===== src/rtl/mpr_pkg.sv =====
package mpr_pkg;

    typedef enum logic [3:0] {
        CMD_NOP  = 4'd0,
        CMD_ACT  = 4'd1,
        CMD_RD   = 4'd2,
        CMD_RDA  = 4'd3,
        CMD_WR   = 4'd4,
        CMD_WRA  = 4'd5,
        CMD_PRE  = 4'd6,
        CMD_PREA = 4'd7,
        CMD_MRS  = 4'd8,
        CMD_REF  = 4'd9,
        CMD_PDE  = 4'd10,
        CMD_SRE  = 4'd11,
        CMD_ZQC  = 4'd12
    } cmd_e;

    localparam int unsigned MODE_REG_SEL = 3;
    localparam int unsigned LOC_PATTERN  = 0;

endpackage


===== src/rtl/mpr_bank_track.sv =====
module mpr_bank_track
    import mpr_pkg::*;
#(
    parameter int unsigned NUM_BANKS = 8,
    parameter int unsigned T_RP      = 4
) (
    input  logic                         clk,
    input  logic                         rst_n,
    input  logic                         upd_i,
    input  logic [3:0]                   cmd_i,
    input  logic [$clog2(NUM_BANKS)-1:0] ba_i,
    output logic                         idle_o
);

    localparam int unsigned RP_W = $clog2(T_RP + 1);

    typedef struct packed {
        logic [NUM_BANKS-1:0] open;
        logic [RP_W-1:0]      rp;
    } bank_s;

    bank_s s_d, s_q;
    logic  close_any;

    always_comb begin
        s_d       = s_q;
        close_any = upd_i && (cmd_i == CMD_PRE || cmd_i == CMD_PREA ||
                              cmd_i == CMD_RDA || cmd_i == CMD_WRA);
        if (s_q.rp != '0) s_d.rp = s_q.rp - 1'b1;
        if (upd_i) begin
            for (int b = 0; b < NUM_BANKS; b++) begin
                if (ba_i == b[$clog2(NUM_BANKS)-1:0]) begin
                    if (cmd_i == CMD_ACT) s_d.open[b] = 1'b1;
                    if (cmd_i == CMD_PRE || cmd_i == CMD_RDA || cmd_i == CMD_WRA)
                        s_d.open[b] = 1'b0;
                end
            end
            if (cmd_i == CMD_PREA) s_d.open = '0;
        end
        if (close_any) s_d.rp = RP_W'(T_RP - 1);
    end

    always_ff @(posedge clk or negedge rst_n) begin
        if (!rst_n) s_q <= '0;
        else        s_q <= s_d;
    end

    assign idle_o = (s_q.open == '0) && (s_q.rp == '0);

    // recovery window counts down one per cycle unless reloaded
    p_rp_countdown_r4: assert property (@(posedge clk) disable iff (!rst_n)
        (s_q.rp != '0 && !close_any) |=> (s_q.rp == RP_W'($past(s_q.rp) - 1'b1)));

    // an activate leaves the banks non-idle
    p_act_busy_r4: assert property (@(posedge clk) disable iff (!rst_n)
        (upd_i && cmd_i == CMD_ACT) |=> !idle_o);

endmodule


===== src/rtl/mpr_mode_reg.sv =====
module mpr_mode_reg #(
    parameter int unsigned ADDR_W = 16
) (
    input  logic              clk,
    input  logic              rst_n,
    input  logic              wr_i,
    input  logic [ADDR_W-1:0] addr_i,
    input  logic              idle_i,
    output logic              active_o,
    output logic [1:0]        loc_o,
    output logic              err_rsvd_o,
    output logic              err_busy_o
);

    typedef struct packed {
        logic       active;
        logic [1:0] loc;
    } mode_s;

    mode_s s_d, s_q;
    logic  rsvd_bad;
    logic  want_on;

    always_comb begin
        s_d        = s_q;
        rsvd_bad   = |addr_i[ADDR_W-1:3];
        want_on    = addr_i[2];
        err_rsvd_o = wr_i && rsvd_bad;
        err_busy_o = wr_i && !rsvd_bad && want_on && !s_q.active && !idle_i;
        if (wr_i && !rsvd_bad) begin
            if (!want_on) begin
                s_d.active = 1'b0;
            end else if (s_q.active || idle_i) begin
                s_d.active = 1'b1;
                s_d.loc    = addr_i[1:0];
            end
        end
    end

    always_ff @(posedge clk or negedge rst_n) begin
        if (!rst_n) s_q <= '0;
        else        s_q <= s_d;
    end

    assign active_o = s_q.active;
    assign loc_o    = s_q.loc;

    // the mode only turns on when the banks were idle
    p_enable_idle_r4: assert property (@(posedge clk) disable iff (!rst_n)
        $rose(active_o) |-> $past(idle_i));

    // a write with reserved bits set changes nothing
    p_rsvd_hold_r3: assert property (@(posedge clk) disable iff (!rst_n)
        (wr_i && |addr_i[ADDR_W-1:3]) |=> ($stable(active_o) && $stable(loc_o)));

endmodule


===== src/rtl/mpr_burst_gen.sv =====
module mpr_burst_gen #(
    parameter int unsigned DQ_W      = 8,
    parameter int unsigned RD_LAT    = 5,
    parameter int unsigned BURST_LEN = 8
) (
    input  logic            clk,
    input  logic            rst_n,
    input  logic            launch_i,
    input  logic            zero_i,
    output logic            valid_o,
    output logic [DQ_W-1:0] data_o
);

    localparam int unsigned BEAT_W = $clog2(BURST_LEN);
    localparam logic [BEAT_W-1:0] LAST = BEAT_W'(BURST_LEN - 1);

    typedef struct packed {
        logic [RD_LAT-1:0] pipe_v;
        logic [RD_LAT-1:0] pipe_z;
        logic              active;
        logic              zero;
        logic [BEAT_W-1:0] beat;
    } burst_s;

    burst_s s_d, s_q;
    logic   start;

    always_comb begin
        s_d = s_q;
        for (int i = RD_LAT - 1; i > 0; i--) begin
            s_d.pipe_v[i] = s_q.pipe_v[i-1];
            s_d.pipe_z[i] = s_q.pipe_z[i-1];
        end
        s_d.pipe_v[0] = launch_i;
        s_d.pipe_z[0] = zero_i;
        start = s_q.pipe_v[RD_LAT-1];
        if (s_q.active) begin
            if (s_q.beat == LAST) s_d.active = 1'b0;
            else                  s_d.beat   = s_q.beat + 1'b1;
        end
        if (start) begin
            s_d.active = 1'b1;
            s_d.beat   = '0;
            s_d.zero   = s_q.pipe_z[RD_LAT-1];
        end
    end

    always_ff @(posedge clk or negedge rst_n) begin
        if (!rst_n) s_q <= '0;
        else        s_q <= s_d;
    end

    assign valid_o = s_q.active;
    assign data_o  = (s_q.active && !s_q.zero) ? {DQ_W{s_q.beat[0]}} : '0;

    // once a burst runs, it steps through consecutive beats
    p_burst_run_r5: assert property (@(posedge clk) disable iff (!rst_n)
        (s_q.active && s_q.beat != LAST) |=>
            (s_q.active && s_q.beat == BEAT_W'($past(s_q.beat) + 1'b1)));

endmodule


===== src/rtl/mpr_read_ctrl.sv =====
module mpr_read_ctrl
    import mpr_pkg::*;
#(
    parameter int unsigned NUM_BANKS = 8,
    parameter int unsigned ADDR_W    = 16,
    parameter int unsigned DQ_W      = 8,
    parameter int unsigned RD_LAT    = 5,
    parameter int unsigned BURST_LEN = 8,
    parameter int unsigned T_RP      = 4
) (
    input  logic                         clk,
    input  logic                         rst_n,
    input  logic [3:0]                   cmd_i,
    input  logic [$clog2(NUM_BANKS)-1:0] ba_i,
    input  logic [ADDR_W-1:0]            addr_i,
    output logic [DQ_W-1:0]              rd_data_o,
    output logic                         rd_valid_o,
    output logic                         mpr_active_o,
    output logic                         err_o
);

    localparam int unsigned BA_W  = $clog2(NUM_BANKS);
    localparam int unsigned GAP_W = $clog2(BURST_LEN);

    typedef struct packed {
        logic [GAP_W-1:0] gap;
        logic             err;
    } ctl_s;

    ctl_s s_d, s_q;

    logic       is_rd, mr3_wr, legal_mpr, illegal, accept, too_soon, loc_err;
    logic       bank_idle, err_rsvd, err_busy;
    logic [1:0] loc;

    always_comb begin
        is_rd     = (cmd_i == CMD_RD) || (cmd_i == CMD_RDA);
        mr3_wr    = (cmd_i == CMD_MRS) && (ba_i == BA_W'(MODE_REG_SEL));
        legal_mpr = (cmd_i == CMD_NOP) || is_rd || mr3_wr;
        illegal   = mpr_active_o && !legal_mpr;
        accept    = mpr_active_o && is_rd && (s_q.gap == '0);
        too_soon  = mpr_active_o && is_rd && (s_q.gap != '0);
        loc_err   = accept && (loc != 2'(LOC_PATTERN));

        s_d = s_q;
        if (accept)              s_d.gap = GAP_W'(BURST_LEN - 1);
        else if (s_q.gap != '0)  s_d.gap = s_q.gap - 1'b1;
        s_d.err = illegal || too_soon || loc_err || err_rsvd || err_busy;
    end

    always_ff @(posedge clk or negedge rst_n) begin
        if (!rst_n) s_q <= '0;
        else        s_q <= s_d;
    end

    assign err_o = s_q.err;

    mpr_bank_track #(
        .NUM_BANKS (NUM_BANKS),
        .T_RP      (T_RP)
    ) i_bank (
        .clk    (clk),
        .rst_n  (rst_n),
        .upd_i  (!mpr_active_o),
        .cmd_i  (cmd_i),
        .ba_i   (ba_i),
        .idle_o (bank_idle)
    );

    mpr_mode_reg #(
        .ADDR_W (ADDR_W)
    ) i_mode (
        .clk        (clk),
        .rst_n      (rst_n),
        .wr_i       (mr3_wr),
        .addr_i     (addr_i),
        .idle_i     (bank_idle),
        .active_o   (mpr_active_o),
        .loc_o      (loc),
        .err_rsvd_o (err_rsvd),
        .err_busy_o (err_busy)
    );

    mpr_burst_gen #(
        .DQ_W      (DQ_W),
        .RD_LAT    (RD_LAT),
        .BURST_LEN (BURST_LEN)
    ) i_burst (
        .clk      (clk),
        .rst_n    (rst_n),
        .launch_i (accept),
        .zero_i   (loc != 2'(LOC_PATTERN)),
        .valid_o  (rd_valid_o),
        .data_o   (rd_data_o)
    );

    // a non-read command in the mode is flagged on the next cycle
    p_illegal_flag_r7: assert property (@(posedge clk) disable iff (!rst_n)
        (mpr_active_o && !legal_mpr) |=> err_o);

    // a flagged command leaves the mode on
    p_illegal_keep_r7: assert property (@(posedge clk) disable iff (!rst_n)
        (mpr_active_o && !legal_mpr) |=> mpr_active_o);

    // an early read is flagged
    p_early_read_r8: assert property (@(posedge clk) disable iff (!rst_n)
        (mpr_active_o && is_rd && s_q.gap != '0) |=> err_o);

    // a legal command outside the mode raises no error
    p_quiet_r11: assert property (@(posedge clk) disable iff (!rst_n)
        (!mpr_active_o && !mr3_wr) |=> !err_o);

endmodule


===== config.mk =====
export PLATFORM = sky130hd
export DESIGN_NAME = mpr_read_ctrl
export DESIGN_NICKNAME = d
export VERILOG_FILES = /design/src/rtl/mpr_pkg.sv /design/src/rtl/mpr_bank_track.sv /design/src/rtl/mpr_mode_reg.sv /design/src/rtl/mpr_burst_gen.sv /design/src/rtl/mpr_read_ctrl.sv
export SDC_FILE = /design/constraint.sdc
export NUM_CORES = 1
export LEC_CHECK = 0
export CELL_PAD_IN_SITES_DETAIL_PLACEMENT = 0
export CELL_PAD_IN_SITES_GLOBAL_PLACEMENT = 1
export CORE_ASPECT_RATIO = 0.6
export CORE_UTILIZATION = 38
export CTS_BUF_LIST = sky130_fd_sc_hd__clkbuf_16
export DETAILED_ROUTE_END_ITERATION = 16
export GPL_TIMING_DRIVEN = 0
export PLACE_DENSITY_LB_ADDON = 0.1
export SLEW_MARGIN = 0
export SYNTH_ARGS = -nofsm -noshare
export SYNTH_HDL_FRONTEND = slang
export SYNTH_SLANG_ARGS = --single-unit

===== constraint.sdc =====
create_clock -name clk -period 2.2 [get_ports clk]
set_input_delay 0.22 -clock clk [delete_from_list [all_inputs] [get_ports clk]]
set_output_delay 0.22 -clock clk [all_outputs]
set_load 0.005 [all_outputs]

# ---- Word level (Yosys, flattened, before mapping)
# Cells that the tools add are included.
dict set report totals {
  register_bits 33
  in_bits 25
  output_inout_bits 11
}
dict set report op_classes {
  add_sub_neg 3
  eq_ne 17
  n_mux 23
  bitwise 1
  n_reduce_logical 64
}
# op n
set op_table {}
lappend op_table {{3-bit AND reduction} 9}
lappend op_table {{2-bit nonzero test} 12}
lappend op_table {{3-bit two-way mux} 7}
lappend op_table {{8-bit two-way mux} 2}
lappend op_table {{3-bit equality test, second input constant} 5}
lappend op_table {{1-bit logical AND} 14}
lappend op_table {{1-bit logical OR} 13}
lappend op_table {{1-bit two-way mux} 13}
lappend op_table {{13-bit OR reduction} 1}
lappend op_table {{4-bit by 3-bit equality test with 1-bit output, second input constant} 3}
lappend op_table {{3-bit logical NOT} 3}
lappend op_table {{3-bit nonzero test} 3}
lappend op_table {{4-bit by 2-bit equality test with 1-bit output, second input constant} 2}
lappend op_table {{8-bit logical NOT} 1}
lappend op_table {{3-bit by 2-bit equality test with 1-bit output, second input constant} 2}
lappend op_table {{3-bit by 1-bit subtractor with 3-bit output, second input constant} 2}
lappend op_table {{1-bit logical NOT} 5}
lappend op_table {{5-bit two-way mux} 1}
lappend op_table {{4-bit by 1-bit equality test with 1-bit output, second input constant} 1}
lappend op_table {{4-bit equality test, second input constant} 1}
lappend op_table {{4-bit logical NOT} 1}
lappend op_table {{2-bit by 1-bit inequality test with 1-bit output, second input constant} 2}
lappend op_table {{2-bit AND reduction} 2}
lappend op_table {{3-bit by 1-bit adder with 3-bit output, second input constant} 1}
lappend op_table {{other kinds (2)} 2}

# ---- Logic depth before layout (Yosys ltp)
dict set report logic_depth {
  depth_word 10
  mapped_depth 6
}

# ---- Hierarchy
# Synthesis repeated with hierarchy kept, for this count alone.
dict set report hier_totals {
  cells_unflattened 143
  area_unflattened_um2 1687.9
}
# module n_inst cells_each area_per_inst_um2
set by_module_without_submodules {}
lappend by_module_without_submodules {mpr_bank_track 1 59 646.9}
lappend by_module_without_submodules {mpr_burst_gen 1 37 564.3}
lappend by_module_without_submodules {mpr_read_ctrl 1 29 267.8}
lappend by_module_without_submodules {mpr_mode_reg 1 18 209.0}

# ---- Worst setup path before layout
# Ideal clock, no wire load.
dict set report synth_timing {
  kind {reg-to-reg}
  start {register i_bank.s_q[0] (netlist bit)}
  end {register i_mode.s_q, in the netlist i_mode.loc_o[0]}
  setup_ns 0.125
  arrival_ns 1.647
  required_time_ns 2.075
  path_slack_ns 0.428
  path_stages_with_launch 7
  path_buffers 0
  cell_sequence {dfrtp_1 inv_1 ha_1 ha_1 a41oi_1 nor4b_4 mux2_4}
}
dict set report synth_via {
  elab_chain_len 4
}
# item line
set synth_lines {}
lappend synth_lines {{from (decl)} mpr_bank_track.sv:22} ;# bank_s s_d, s_q;
lappend synth_lines {{from (signal assigned)} mpr_bank_track.sv:44} ;# if (!rst_n) s_q <= '0;
lappend synth_lines {{from (signal assigned)} mpr_bank_track.sv:45} ;# else s_q <= s_d;
lappend synth_lines {{3-bit logical NOT} mpr_bank_track.sv:48} ;# assign idle_o = (s_q.open == '0) && (s_q.rp == '0);
lappend synth_lines {{1-bit logical AND} mpr_bank_track.sv:48}
lappend synth_lines {{1-bit logical OR} mpr_mode_reg.sv:33} ;# end else if (s_q.active || idle_i) begin
lappend synth_lines {{3-bit AND reduction (no line)} -}
lappend synth_lines {{to (signal assigned)} mpr_mode_reg.sv:41} ;# if (!rst_n) s_q <= '0;
lappend synth_lines {{to (signal assigned)} mpr_mode_reg.sv:42} ;# else s_q <= s_d;
lappend synth_lines {{to (decl)} mpr_mode_reg.sv:20} ;# mode_s s_d, s_q;
# No other way between the ends.
# A chain may end at the register's enable or synchronous reset.

# ---- Final worst setup path
dict set report layout_timing {
  start {register i_bank.s_q[0] (netlist bit)}
  end {register i_mode.s_q, in the netlist i_mode.loc_o[1]}
}
# The elaborated chain is that of the path after synthesis.

==> results.sh <==
export IMPL_status="finished with violations"
export IMPL_violations="hold timing"
export IMPL_seq_area_frac_synth_pct=51.8
export IMPL_power_density_nw_per_um2=919
export IMPL_netlist_instances=143
export IMPL_overflow=0
export IMPL_synthArstFlopShare_pct=100
export IMPL_end_kind="register"
export IMPL_grt_pass1_vias=1145
export IMPL_via_per_inst=4.99
export IMPL_rsz0062_at_grt="no"
export IMPL_slew_viol_final=0
export IMPL_die_h_microns=52.2
export IMPL_clock_sinks=33
export IMPL_startpoint_type="register"
export IMPL_h_tree_depth=2
export IMPL_min_path_type="in -> async"
export IMPL_clock_latency_ps=270
export IMPL_ir_drop_mv=0.440
export IMPL_synthTopCellsByArea="dfrtp_1, a21oi_1, ha_1"
export IMPL_crit_type="reg -> reg"
export IMPL_vias=1153
export IMPL_finalCritPeriodShare_pct=92.8
export IMPL_clockBufferDepth=2
export IMPL_fill_cells=335
export IMPL_place_congestion=0.747
export IMPL_yosysWarnings=0
export IMPL_synth_seq_cells=33
export IMPL_synth_cell_types=34
export IMPL_crit_arrival_ps=2200
export IMPL_antenna_found_initial=0
export IMPL_synth_top_area_share_pct=51.8
export IMPL_wl_per_cell_microns=13.1
export IMPL_final_hold_viol_count=10
export IMPL_nets=214
export IMPL_hpwl_microns=2290
export IMPL_syn_cell_area_sq_um=1590
export IMPL_synth_edf_count=0
export IMPL_synth_simple_area_share_pct=17.3
export IMPL_tightest_slew_ps=708
export IMPL_synth_compound_area_share_pct=10.3
export IMPL_hold_buffers=0
export IMPL_relSlewSlack_pct=52.8
export IMPL_grt_pass1_wl_microns=5260
export IMPL_num_antenna_cells=0
export IMPL_grt_max_degree=34
export IMPL_synth_mux_area_fraction_pct=8.01
export IMPL_clk_pin_slew_ps=50
export IMPL_grt_usage_pct=16.2
export IMPL_drt_iter0_drc=35
export IMPL_setup_violations=0
export IMPL_cts_root_buffer="clkbuf_16"
export IMPL_synth_top_family_by_area="simple AND/OR/NAND/NOR gates"
export IMPL_cts_tree="done"
export IMPL_ios=36
export IMPL_drive_gt1_share_pct=15.8
export IMPL_dieWidth_microns=85.6
export IMPL_fmax_mhz=490
export IMPL_routed_wl_microns=3030
export IMPL_ys_flop_type="dfrtp_1"
export IMPL_ant_nets=0
export IMPL_skew_ps=1.26
export IMPL_synth_xor_area_share_pct=1.10
export IMPL_coreArea_sq_um=3830
export IMPL_drt_pass1_iterations=4
export IMPL_syn_num_nets=174
export IMPL_cts_resized=0
export IMPL_cts_setup_buffers=0
export IMPL_io_buffers=33
export IMPL_crit_path_max_fanout=6
export IMPL_maxCapViolations=0
export IMPL_cts_inserted_buffers=5
export IMPL_post_route_util_pct=56.6
export IMPL_drc=0
export IMPL_synth_largest_area_cell="dfrtp_1"
export IMPL_period_needed_ps=2040
export IMPL_area_growth_syn_to_layout_pct=36.0
export IMPL_rows=17
export IMPL_dieArea_sq_um=4470
export IMPL_syn_area_per_cell_sq_um=11.1
export IMPL_tns_ps=0
export IMPL_worstPathRequired_ps=2360
export IMPL_leakagePower_nw=1.03
export IMPL_start_util_pct=41.6
export IMPL_whs_ps=-6.41
export IMPL_yosys_area_share_adder_pct=4.71
[sequential cells by signal, summed over array words and instances (netlist names)]
name / cells
s_q: 3
err_o: 1
i_bank.s_q: 11
i_mode.active_o: 1
i_burst.valid_o: 1
i_mode.loc_o: 2
i_burst.s_d: 8
i_burst.s_q: 6
[layout make-up]
type,instances,area (sq um),share of cell area [%]
well taps,47,58.8,2.71
inverters,9,33.8,1.56
repair buffers,33,325,15.0
clock buffers,5,125,5.77
clock inverters,3,65.1,3.00
plain buffers,9,75.1,3.46
multi-input cells,92,659,30.4
flip-flops and latches,33,826,38.1
[cell usage in the layout, fill, tap and decap left out, types with 2 or more instances in the layout]
master	count
clkbuf_16	5
mux2_4	2
nor2_1	15
buf_6	2
a21oi_1	15
nand3_1	2
bufinv_16	2
clkdlybuf4s50_1	32
mux2i_1	3
dfrtp_1	33
nand2b_1	7
o21ai_0	3
nor4_1	4
ha_1	6
nor4b_4	2
nand3b_1	2
mux2_2	6
nand2_1	5
xor2_1	2
inv_1	9
o31ai_1	3
buf_4	7
[stage by stage]
step           hold WS, ps  setup slack (ps)  std cells  total power, W  instance area (sq um)
3_5_place_dp           323               161        223         0.00112                   1980
3_3_place_gp           333               183        223         0.00109                   1980
2_1_floorplan        -75.6               428        143        0.000993                   1590
6_report             -6.41               157        231         0.00199                   2170
5_1_grt               58.1              30.8        231         0.00210                   2170
4_1_cts               20.2               146        231         0.00202                   2170
[logic make-up after synthesis]
group           after synthesis
simple gates                 45
flops                        33
compound gates               28
buf+inv                      18
mux                          11
fa+ha+maj                     6
xor+xnor                      2
[critical path: stages, from the launching register on]
cell	delay, ps
dfrtp_1	380
inv_1	60
ha_1	150
ha_1	270
a41oi_1	290
nor4b_4	440
mux2_4	340
[Yosys cell counts, types with 2 or more instances]
library cell	instances
nand3_1	2
o21ai_0	3
nand3b_1	2
xor2_1	2
o31ai_1	3
ha_1	6
nand2_1	5
mux2_4	2
buf_6	2
nor4b_4	2
dfrtp_1	33
mux2i_1	3
nor4_1	4
nand2b_1	7
inv_1	9
mux2_2	6
a21oi_1	15
nor2_1	15
buf_4	7
[worst paths after layout]
path | start | to | slack, ps | depth (start not counted)
max reg2reg | i_bank.s_q[0] | i_mode.loc_o[1] | 160 | 6
min in group clk | cmd_i[2] | err_o | 310 | 3
max | i_bank.s_q[0] | i_mode.loc_o[1] | 160 | 6
min | rst_n | s_q[1] | -6 | 1
min reg2reg | i_burst.s_d[13] | i_burst.s_d[14] | 350 | 0
max in group asynchronous | rst_n | i_bank.s_q[1] | 1750 | 1
[where the power goes]
group | internal (W) | switching, W | total [W] | leakage (nW)
sequential | 0.000700 | 0.0000512 | 0.000751 | 0.432
combinational | 0.000179 | 0.000171 | 0.000350 | 0.502
clock | 0.000646 | 0.000246 | 0.000892 | 0.0938
[metal layers]
layer / up-vias / track usage [%] / part of all wire, % / routed length [microns]
li1: 577 / - / - / -
met1: 534 / 19.7 / 47 / 1430
met2: 38 / 25.7 / 45 / 1360
met3: 4 / 5.98 / 6.5 / 197
met4: 0 / 8.33 / 1.4 / 42
met5: - / 0 / 0 / 0
Power figures use the tool's default switching activity.
